[src/rtl/nw_pkg.sv]
package nw_pkg;

  typedef enum logic [2:0] {
    ST_IDLE,
    ST_RUN,
    ST_EXPIRED,
    ST_FOREVER,
    ST_UNLOCKED
  } nw_state_e;

  typedef enum logic [1:0] {
    CFG_CLOSED,
    CFG_FINITE,
    CFG_FOREVER
  } nw_kind_e;

endpackage

[src/rtl/nw_cfg_decode.sv]
module nw_cfg_decode import nw_pkg::*; #(
  parameter int unsigned CFG_W     = 8,
  parameter int unsigned MAX_UNITS = 28
) (
  input  logic [CFG_W-1:0] cfg_val,
  input  logic [CFG_W-1:0] cfg_inv,
  output nw_kind_e         kind,
  output logic [CFG_W-1:0] units
);

  localparam logic [CFG_W-1:0] CAP = CFG_W'(MAX_UNITS);

  logic pair_ok;
  logic all_ones;
  logic all_zero;

  assign pair_ok  = (cfg_val == ~cfg_inv);
  assign all_ones = &cfg_val;
  assign all_zero = ~|cfg_val;

  always_comb begin
    units = '0;
    if (!pair_ok || all_ones) begin
      kind = CFG_FOREVER;
    end else if (all_zero) begin
      kind = CFG_CLOSED;
    end else begin
      kind  = CFG_FINITE;
      units = (cfg_val > CAP) ? CAP : cfg_val;
    end
  end

endmodule

[src/rtl/nw_prescaler.sv]
module nw_prescaler #(
  parameter int unsigned TICK_CYCLES = 100000
) (
  input  logic clk,
  input  logic rst_n,
  input  logic clear,
  input  logic run,
  output logic tick
);

  localparam int unsigned CW = (TICK_CYCLES > 1) ? $clog2(TICK_CYCLES) : 1;
  localparam logic [CW-1:0] LAST = CW'(TICK_CYCLES - 1);

  logic [CW-1:0] cnt_q;

  assign tick = run && !clear && (cnt_q == LAST);

  always_ff @(posedge clk or negedge rst_n) begin
    if (!rst_n) begin
      cnt_q <= '0;
    end else if (clear) begin
      cnt_q <= '0;
    end else if (run) begin
      cnt_q <= tick ? '0 : cnt_q + 1'b1;
    end
  end

endmodule

[src/rtl/nw_unit_counter.sv]
module nw_unit_counter #(
  parameter int unsigned CFG_W = 8
) (
  input  logic             clk,
  input  logic             rst_n,
  input  logic             load,
  input  logic [CFG_W-1:0] load_val,
  input  logic             dec,
  output logic             last_unit
);

  logic [CFG_W-1:0] remain_q;

  assign last_unit = (remain_q == CFG_W'(1));

  always_ff @(posedge clk or negedge rst_n) begin
    if (!rst_n) begin
      remain_q <= '0;
    end else if (load) begin
      remain_q <= load_val;
    end else if (dec && (remain_q != '0)) begin
      remain_q <= remain_q - 1'b1;
    end
  end

endmodule

[src/rtl/nw_window_timer.sv]
module nw_window_timer import nw_pkg::*; #(
  parameter int unsigned CLK_FREQ_HZ = 20_000_000,
  parameter int unsigned TICK_US     = 5000,
  parameter int unsigned CFG_W       = 8,
  parameter int unsigned MAX_UNITS   = 28
) (
  input  logic             clk,
  input  logic             rst_n,
  input  logic             start_i,
  input  logic [CFG_W-1:0] cfg_val_i,
  input  logic [CFG_W-1:0] cfg_inv_i,
  input  logic             unlock_i,
  input  logic             activity_i,
  output logic             timeout_o,
  output logic             window_open_o,
  output logic             wait_forever_o,
  output logic             wdog_hold_o
);

  localparam longint unsigned TICK_RAW =
    (longint'(CLK_FREQ_HZ) * longint'(TICK_US)) / 64'd1_000_000;
  localparam int unsigned TICK_CYCLES = (TICK_RAW == 0) ? 1 : int'(TICK_RAW);

  nw_kind_e         kind;
  logic [CFG_W-1:0] dec_units;
  logic [CFG_W-1:0] units_q;
  logic [CFG_W-1:0] load_val;
  logic             load;
  logic             restart;
  logic             presc_clear;
  logic             running;
  logic             tick;
  logic             last_unit;
  nw_state_e        state_q;
  nw_state_e        state_d;

  nw_cfg_decode #(
    .CFG_W     (CFG_W),
    .MAX_UNITS (MAX_UNITS)
  ) u_decode (
    .cfg_val (cfg_val_i),
    .cfg_inv (cfg_inv_i),
    .kind    (kind),
    .units   (dec_units)
  );

  assign running     = (state_q == ST_RUN);
  assign restart     = running && !start_i && !unlock_i && activity_i;
  assign presc_clear = start_i || restart;
  assign load        = (start_i && (kind == CFG_FINITE)) || restart;
  assign load_val    = start_i ? dec_units : units_q;

  nw_prescaler #(
    .TICK_CYCLES (TICK_CYCLES)
  ) u_presc (
    .clk   (clk),
    .rst_n (rst_n),
    .clear (presc_clear),
    .run   (running),
    .tick  (tick)
  );

  nw_unit_counter #(
    .CFG_W (CFG_W)
  ) u_units (
    .clk       (clk),
    .rst_n     (rst_n),
    .load      (load),
    .load_val  (load_val),
    .dec       (tick),
    .last_unit (last_unit)
  );

  always_comb begin
    state_d = state_q;
    if (start_i) begin
      unique case (kind)
        CFG_CLOSED:  state_d = ST_EXPIRED;
        CFG_FINITE:  state_d = ST_RUN;
        default:     state_d = ST_FOREVER;
      endcase
    end else begin
      unique case (state_q)
        ST_RUN: begin
          if (unlock_i)                state_d = ST_UNLOCKED;
          else if (activity_i)         state_d = ST_RUN;
          else if (tick && last_unit)  state_d = ST_EXPIRED;
        end
        ST_FOREVER: begin
          if (unlock_i) state_d = ST_UNLOCKED;
        end
        default: state_d = state_q;
      endcase
    end
  end

  always_ff @(posedge clk or negedge rst_n) begin
    if (!rst_n) begin
      state_q <= ST_IDLE;
      units_q <= '0;
    end else begin
      state_q <= state_d;
      if (start_i && (kind == CFG_FINITE)) begin
        units_q <= dec_units;
      end
    end
  end

  assign timeout_o      = (state_q == ST_EXPIRED);
  assign window_open_o  = (state_q == ST_RUN) || (state_q == ST_FOREVER) ||
                          (state_q == ST_UNLOCKED);
  assign wait_forever_o = (state_q == ST_FOREVER);
  assign wdog_hold_o    = (state_q == ST_UNLOCKED);

endmodule

[config.mk]
export PLATFORM = sky130hd
export DESIGN_NAME = nw_window_timer
export DESIGN_NICKNAME = d
export VERILOG_FILES = /design/src/rtl/nw_pkg.sv /design/src/rtl/nw_cfg_decode.sv /design/src/rtl/nw_prescaler.sv /design/src/rtl/nw_unit_counter.sv /design/src/rtl/nw_window_timer.sv
export SDC_FILE = /design/constraint.sdc
export NUM_CORES = 1
export LEC_CHECK = 0
export BUFFER_PORTS_ARGS = -buffer_cell sky130_fd_sc_hd__buf_4
export CELL_PAD_IN_SITES_DETAIL_PLACEMENT = 0
export CELL_PAD_IN_SITES_GLOBAL_PLACEMENT = 1
export CORE_AREA = 2 2 56 98
export DETAILED_ROUTE_END_ITERATION = 6
export DIE_AREA = 0 0 58 100
export HOLD_SLACK_MARGIN = 0.08
export PLACE_DENSITY = 0.78
export SYNTH_ARGS = -nofsm -noshare
export SYNTH_HDL_FRONTEND = slang
export SYNTH_SLANG_ARGS = --single-unit
[constraint.sdc]
create_clock -name clk -period 5.1 [get_ports clk]
set_clock_uncertainty 0.15 [all_clocks]
set_input_delay 0.255 -clock clk [delete_from_list [all_inputs] [get_ports clk]]
set_output_delay 0.255 -clock clk [all_outputs]
set_load 0.01 [all_outputs]
* Word level (Yosys, flattened, before mapping)
Cells that the tools add are included.
Word-level totals: bits in registers 36, latch bits 0, memory bits (writable) 0, bits in read-only memories 0, bits of input ports 21, output and inout bits 4, logic and storage cells 61, memories kept 0
Operators by class: $add $sub $neg 2, $mul 0, div/mod/pow operators 0, $lt $le $gt $ge 1, equality and inequality tests 10, shifts and indexed selects 0, muxes and demuxes 18, bitwise logic cells 1, reduce and logical (&&, ||, !) cells 25
Operators with widths (count):
- $mux 17 | 3
- $mux 8 | 6
- $add 17x1->17 const B | 1
- $eq 17x17->1 const B | 1
- $mux 3 | 5
- $eq 8x1->1 const B | 1
- $eq 8x8->1 | 1
- $gt 8x5->1 const B | 1
- $logic_and 1x1->1 | 8
- $not 8->8 | 1
- $reduce_and 8->1 | 1
- $reduce_bool 8->1 | 1
- $reduce_or 8->1 | 1
- $sub 8x1->8 const B | 1
- $eq 3x2->1 const B | 2
- $pmux 3 s2 | 1
- $logic_or 1x1->1 | 5
- $ne 5x4->1 const B | 1
- $logic_not 1->1 | 4
- $pmux 2 s2 | 1
- $reduce_bool 2->1 | 2
- $eq 3x1->1 const B | 1
- $eq 3x3->1 const B | 1
- $ne 3x3->1 const B | 1
- other kinds (6) | 6

* Longest topological paths before layout
word-level depth 14, gate-level depth with buffers 8, mapped depth without buffers 7

* Hierarchy
From an unflattened synthesis, not the netlist that was laid out.
Second synthesis, totals: cell total of the unflattened synthesis 264, area, all modules 2521.2 µm²
By module, submodules not included:
- nw_prescaler | times used 1, cells an instance 113, area an instance 1063.5 µm², sequential area each 425.4 µm²
- nw_window_timer | times used 1, cells an instance 53, area an instance 655.6 µm², sequential area each 275.3 µm²
- nw_unit_counter | times used 1, cells an instance 64, area an instance 574.3 µm², sequential area each 200.2 µm²
- nw_cfg_decode | times used 1, cells an instance 34, area an instance 227.7 µm², sequential area each 0.0 µm²

* Worst setup path after synthesis
Ideal clock, no wire load.
kind register to register, start point register u_presc.cnt_q[0], end point register state_q[0], library setup time 0.125 ns, arrival 1.961 ns, required time 4.825 ns, setup slack 2.864 ns, cell stages (with the launch flop) 7, buffers on the path 0, period minus slack after synthesis 2.236 ns, cell sequence dfrtp_1 > ha_1 > and4_1 > nand4_2 > or3_4 > a31oi_4 > mux2_2
Between the ends: longest elaborated chain between the ends 5
Ends and longest elaborated chain:
- from (decl) | RTL line nw_prescaler.sv:14 | logic [CW-1:0] cnt_q;
- from (signal assigned) | RTL line nw_prescaler.sv:24 | cnt_q <= tick ? '0 : cnt_q + 1'b1;
- $eq 17x17->1 | RTL line nw_prescaler.sv:16 | assign tick = run && !clear && (cnt_q == LAST);
- $logic_and 1x1->1 | RTL line nw_prescaler.sv:16
- $logic_and 1x1->1 | RTL line nw_window_timer.sv:87 | else if (tick && last_unit) state_d = ST_EXPIRED;
- $ne 5x4->1 (no line)
- $reduce_and 3->1 (no line)
- to (signal assigned) | RTL line nw_window_timer.sv:102 | state_q <= state_d;
- to (decl) | RTL line nw_window_timer.sv:34 | nw_state_e state_q;
Every way passes these cells. A chain may end at the register's enable or synchronous reset.

* Worst setup path in the final report
start point register u_presc.cnt_q[0], end point register u_presc.cnt_q[10]
Between the ends: longest elaborated chain between the ends 5, elaborated cells between the ends (all ways) 6, classes of those cells 1 x add/sub; 1 x eq/ne; 3 x mux; 1 x reduce/logical
Ends and longest elaborated chain:
- parallel branches: the longest is 2 deep, another holds $add 17x1->17
- $mux 17 * | RTL line nw_prescaler.sv:24
- $mux 17 * | RTL line nw_prescaler.sv:23 | end else if (run) begin
- $mux 17 * | RTL line nw_prescaler.sv:21 | end else if (clear) begin
Mark *: on every way between the ends. The select of a mux whose other input is x is not followed.

==> impl_results.md <==
- Clock Power Share: 0.372
- Initial antenna violation count: 0
- CP required: 5.14 ns
- Worst hold path type: in -> reg
- Number of max-cap violations: 0
- Final Cycle Share: 0.498
- First-pass DRT Iterations: 4
- Via Count: 2015
- Seq pwr share: 0.377
- RD Place Congestion: 0.798
- Setup crit start kind: register
- Port-buffer cells: 24
- Top FF cell, synth: dfrtp_1
- Net Sw Frac: 0.297
- Chip Width: 58 um
- Synthesized area: 0.00234 sq mm
- Most used cell, CP: and4_1
- Synthesized flop and latch total: 36
- Setup TNS: 0 ns
- Period minus WS final: 2.54 ns
- Largest net degree at the start of global routing: 37
- Setup violators final: 0
- Total gr overflow: 0
- Synth top area share: 0.385
- CTS tree: yes
- Later-pin clock latency in the skew report: 0.29 ns
- Pins Over Slew Limit: 0
- H-tree levels: 2
- Pwr dens: 353 mW/mm^2
- Row count: 35
- GRT Util Overall: 0.212
- Clock sink count: 36
- Critical path type: reg -> reg
- Net Switching: 284 uW
- Cell area after layout: 0.00271 sq mm
- Antenna cell count: 0
- Top cells by area, synth: dfrtp_1, xnor2_1, nor3_1
- Pint: 673 uW
- CTS max path bufs: 2
- First-pass GRT wire length: 9570 um
- CP arrival: 2.58 ns
- Final WL: 5540 um
- Die ar.: 0.00580 sq mm
- Relative slew slack: 0.335
- Cells along the critical path: ha_1, and4_1, and4_1, nor2_1, nand2_1, o31ai_1
- Syn Area/Cell: 9.17 sq um
- CP delay by family, top: simple AND/OR/NAND/NOR gates
- Synthesized Nets: 280
- Mapped Cells: 255
- Yosys warning total: 0
- Worst slew pin tran: 0.994 ns
- Core area: 0.00508 sq mm
- Number of I/O pins: 25
- Pleak: 0.00111 uW
- Worst Path Buf+Inv: 0
- Post-Place Cell Area: 0.00254 sq mm
- Fmax: 394 MHz
- Initial core utilization: 0.460
- Outcome: completed
- Number of global-route vias before repair: 2092
- Reg clk slew, reported paths: 0.08 ns
- Crit-path slowest cell: nor2_1
- Worst VDD drop: 0.266 mV
- Clk Tree Root Cell: clkbuf_8
- Worst stage delay on the critical path: 0.69 ns
- Comb pwr share: 0.251
- Largest area contributor in the netlist: dfrtp_1
- Most common cell after layout, fill and taps aside: dfrtp_1
- Yosys cell types: 57
- Hold slack: 0.0852 ns
- CP Capture Type: register
- Max Fanout on Critical Path: 13
- Final Hold Viols: 0
- Post-DP HPWL: 4230 um
- Num CTS Buffers: 5
- Number of synthesized flops with an enable pin: 0
- Height of the die: 100 um
- Share of cells above drive strength 1: 0.164
- Wire length per cell: 16.5 um
- DRC viols: 0
- Final net count: 305
- Most frequent cells in the layout: dfrtp_1, buf_4, nand2_1
- Mean number of vias per cell: 6.00
- Remaining antenna violation count: 0
- Fill cells: 508
- Fraction of registers with async set/reset: 1.00
- Setup repair bufs after CTS: 0
- Drt initial violations: 63
- P&R area growth vs syn: 16.1%
- RSZ-0062 raised after global routing: no
- Seq/Total Area, Yosys: 0.385
-- state kept, by name, indices dropped and copies added, names as in the netlist --
| signal | flops |
|---|---|
| units_q | 8 |
| state_q | 3 |
| u_presc.cnt_q | 17 |
| u_units.remain_q | 8 |
-- cell usage after synthesis (3+ instances only) --
cell       n
and2_1     6
nor2_1    16
o211ai_1   3
nand3_1    9
inv_1     10
dfrtp_1   36
nor4_1    10
o21ai_0    8
and4_1     4
a221oi_1   3
or3_1      5
o31ai_1    3
or4_1      4
nand2_1   22
nand4_1    7
nor3_1    18
o21ai_1   12
and3_1     4
a21oi_1    6
xnor2_1   11
xor2_1     3
ha_1       4
mux2_1     3
clkbuf_1   4
-- repair_timing --
item / 4_1_cts / 5_1_grt
resized for setup: 0 / 0
hold endpoints to repair: 36 / 0
hold buffers: 1 / 0
setup endpoints to repair: 0 / 0
-- layer usage --
layer	vias to the layer above	GRT usage	routed length [um]
met5	-	0	0
met4	0	0.0823	140
met3	12	0.0271	143
met2	39	0.423	3230
met1	961	0.210	2020
li1	1003	-	-
-- worst reg2reg max path, stage by stage (launching register included) --
cell and delay [ns]:
dfrtp_1 0.41, ha_1 0.27, and4_1 0.26, and4_1 0.24
nor2_1 0.69, nand2_1 0.15, o31ai_1 0.27
-- metrics by stage --
step	utilization	setup WS [ns]	cells	total power, uW
final	0.534	2.56	336	957
after global routing	0.534	2.32	336	1010
after CTS	0.534	2.57	336	965
after detailed placement	0.501	2.59	327	607
after global placement	0.501	2.66	327	606
after floorplan	-	2.86	255	530
-- power by group through the flow --
stage	logic, uW	registers, uW	clock network, uW
after floorplan	172	357	0
after global placement	240	365	0
after detailed placement	240	367	0
after CTS	243	361	361
after global routing	273	370	372
final	240	361	356
-- final timing paths --
path	start	end	slack, ns	cells after the start
worst min register to register	units_q[0]	units_q[0]	0.33	2
worst min-delay path	start_i	u_presc.cnt_q[4]	0.09	2
max in group asynchronous	rst_n	u_presc.cnt_q[2]	4.16	2
worst max register to register	u_presc.cnt_q[0]	u_presc.cnt_q[10]	2.56	6
worst max-delay path	u_presc.cnt_q[0]	u_presc.cnt_q[10]	2.56	6
min in group asynchronous	rst_n	u_presc.cnt_q[13]	0.30	2
-- layout make-up --
| cell class | count | area (sq um) | area share |
|---|---|---|---|
| clock inverters | 3 | 90.1 | 0.0332 |
| well taps | 55 | 68.8 | 0.0254 |
| inverters | 11 | 41.3 | 0.0152 |
| flip-flops and latches | 36 | 901 | 0.332 |
| repair buffers | 25 | 190 | 0.0701 |
| clock buffers | 5 | 68.8 | 0.0254 |
| multi-input cells | 201 | 1350 | 0.499 |
-- kinds of logic after synthesis --
| logic type | after synthesis | synth area share |
|---|---|---|
| buffers and inverters | 18 | 0.0358 |
| adder cells (fa/ha/maj) | 4 | 0.0214 |
| XOR/XNOR | 14 | 0.0524 |
| AO/OA/AOI/OAI | 52 | 0.152 |
| flip-flops | 36 | 0.385 |
| AND/OR/NAND/NOR | 124 | 0.318 |
| multiplexers | 7 | 0.0342 |
No activity file was read; power rests on OpenSTA's default activity.
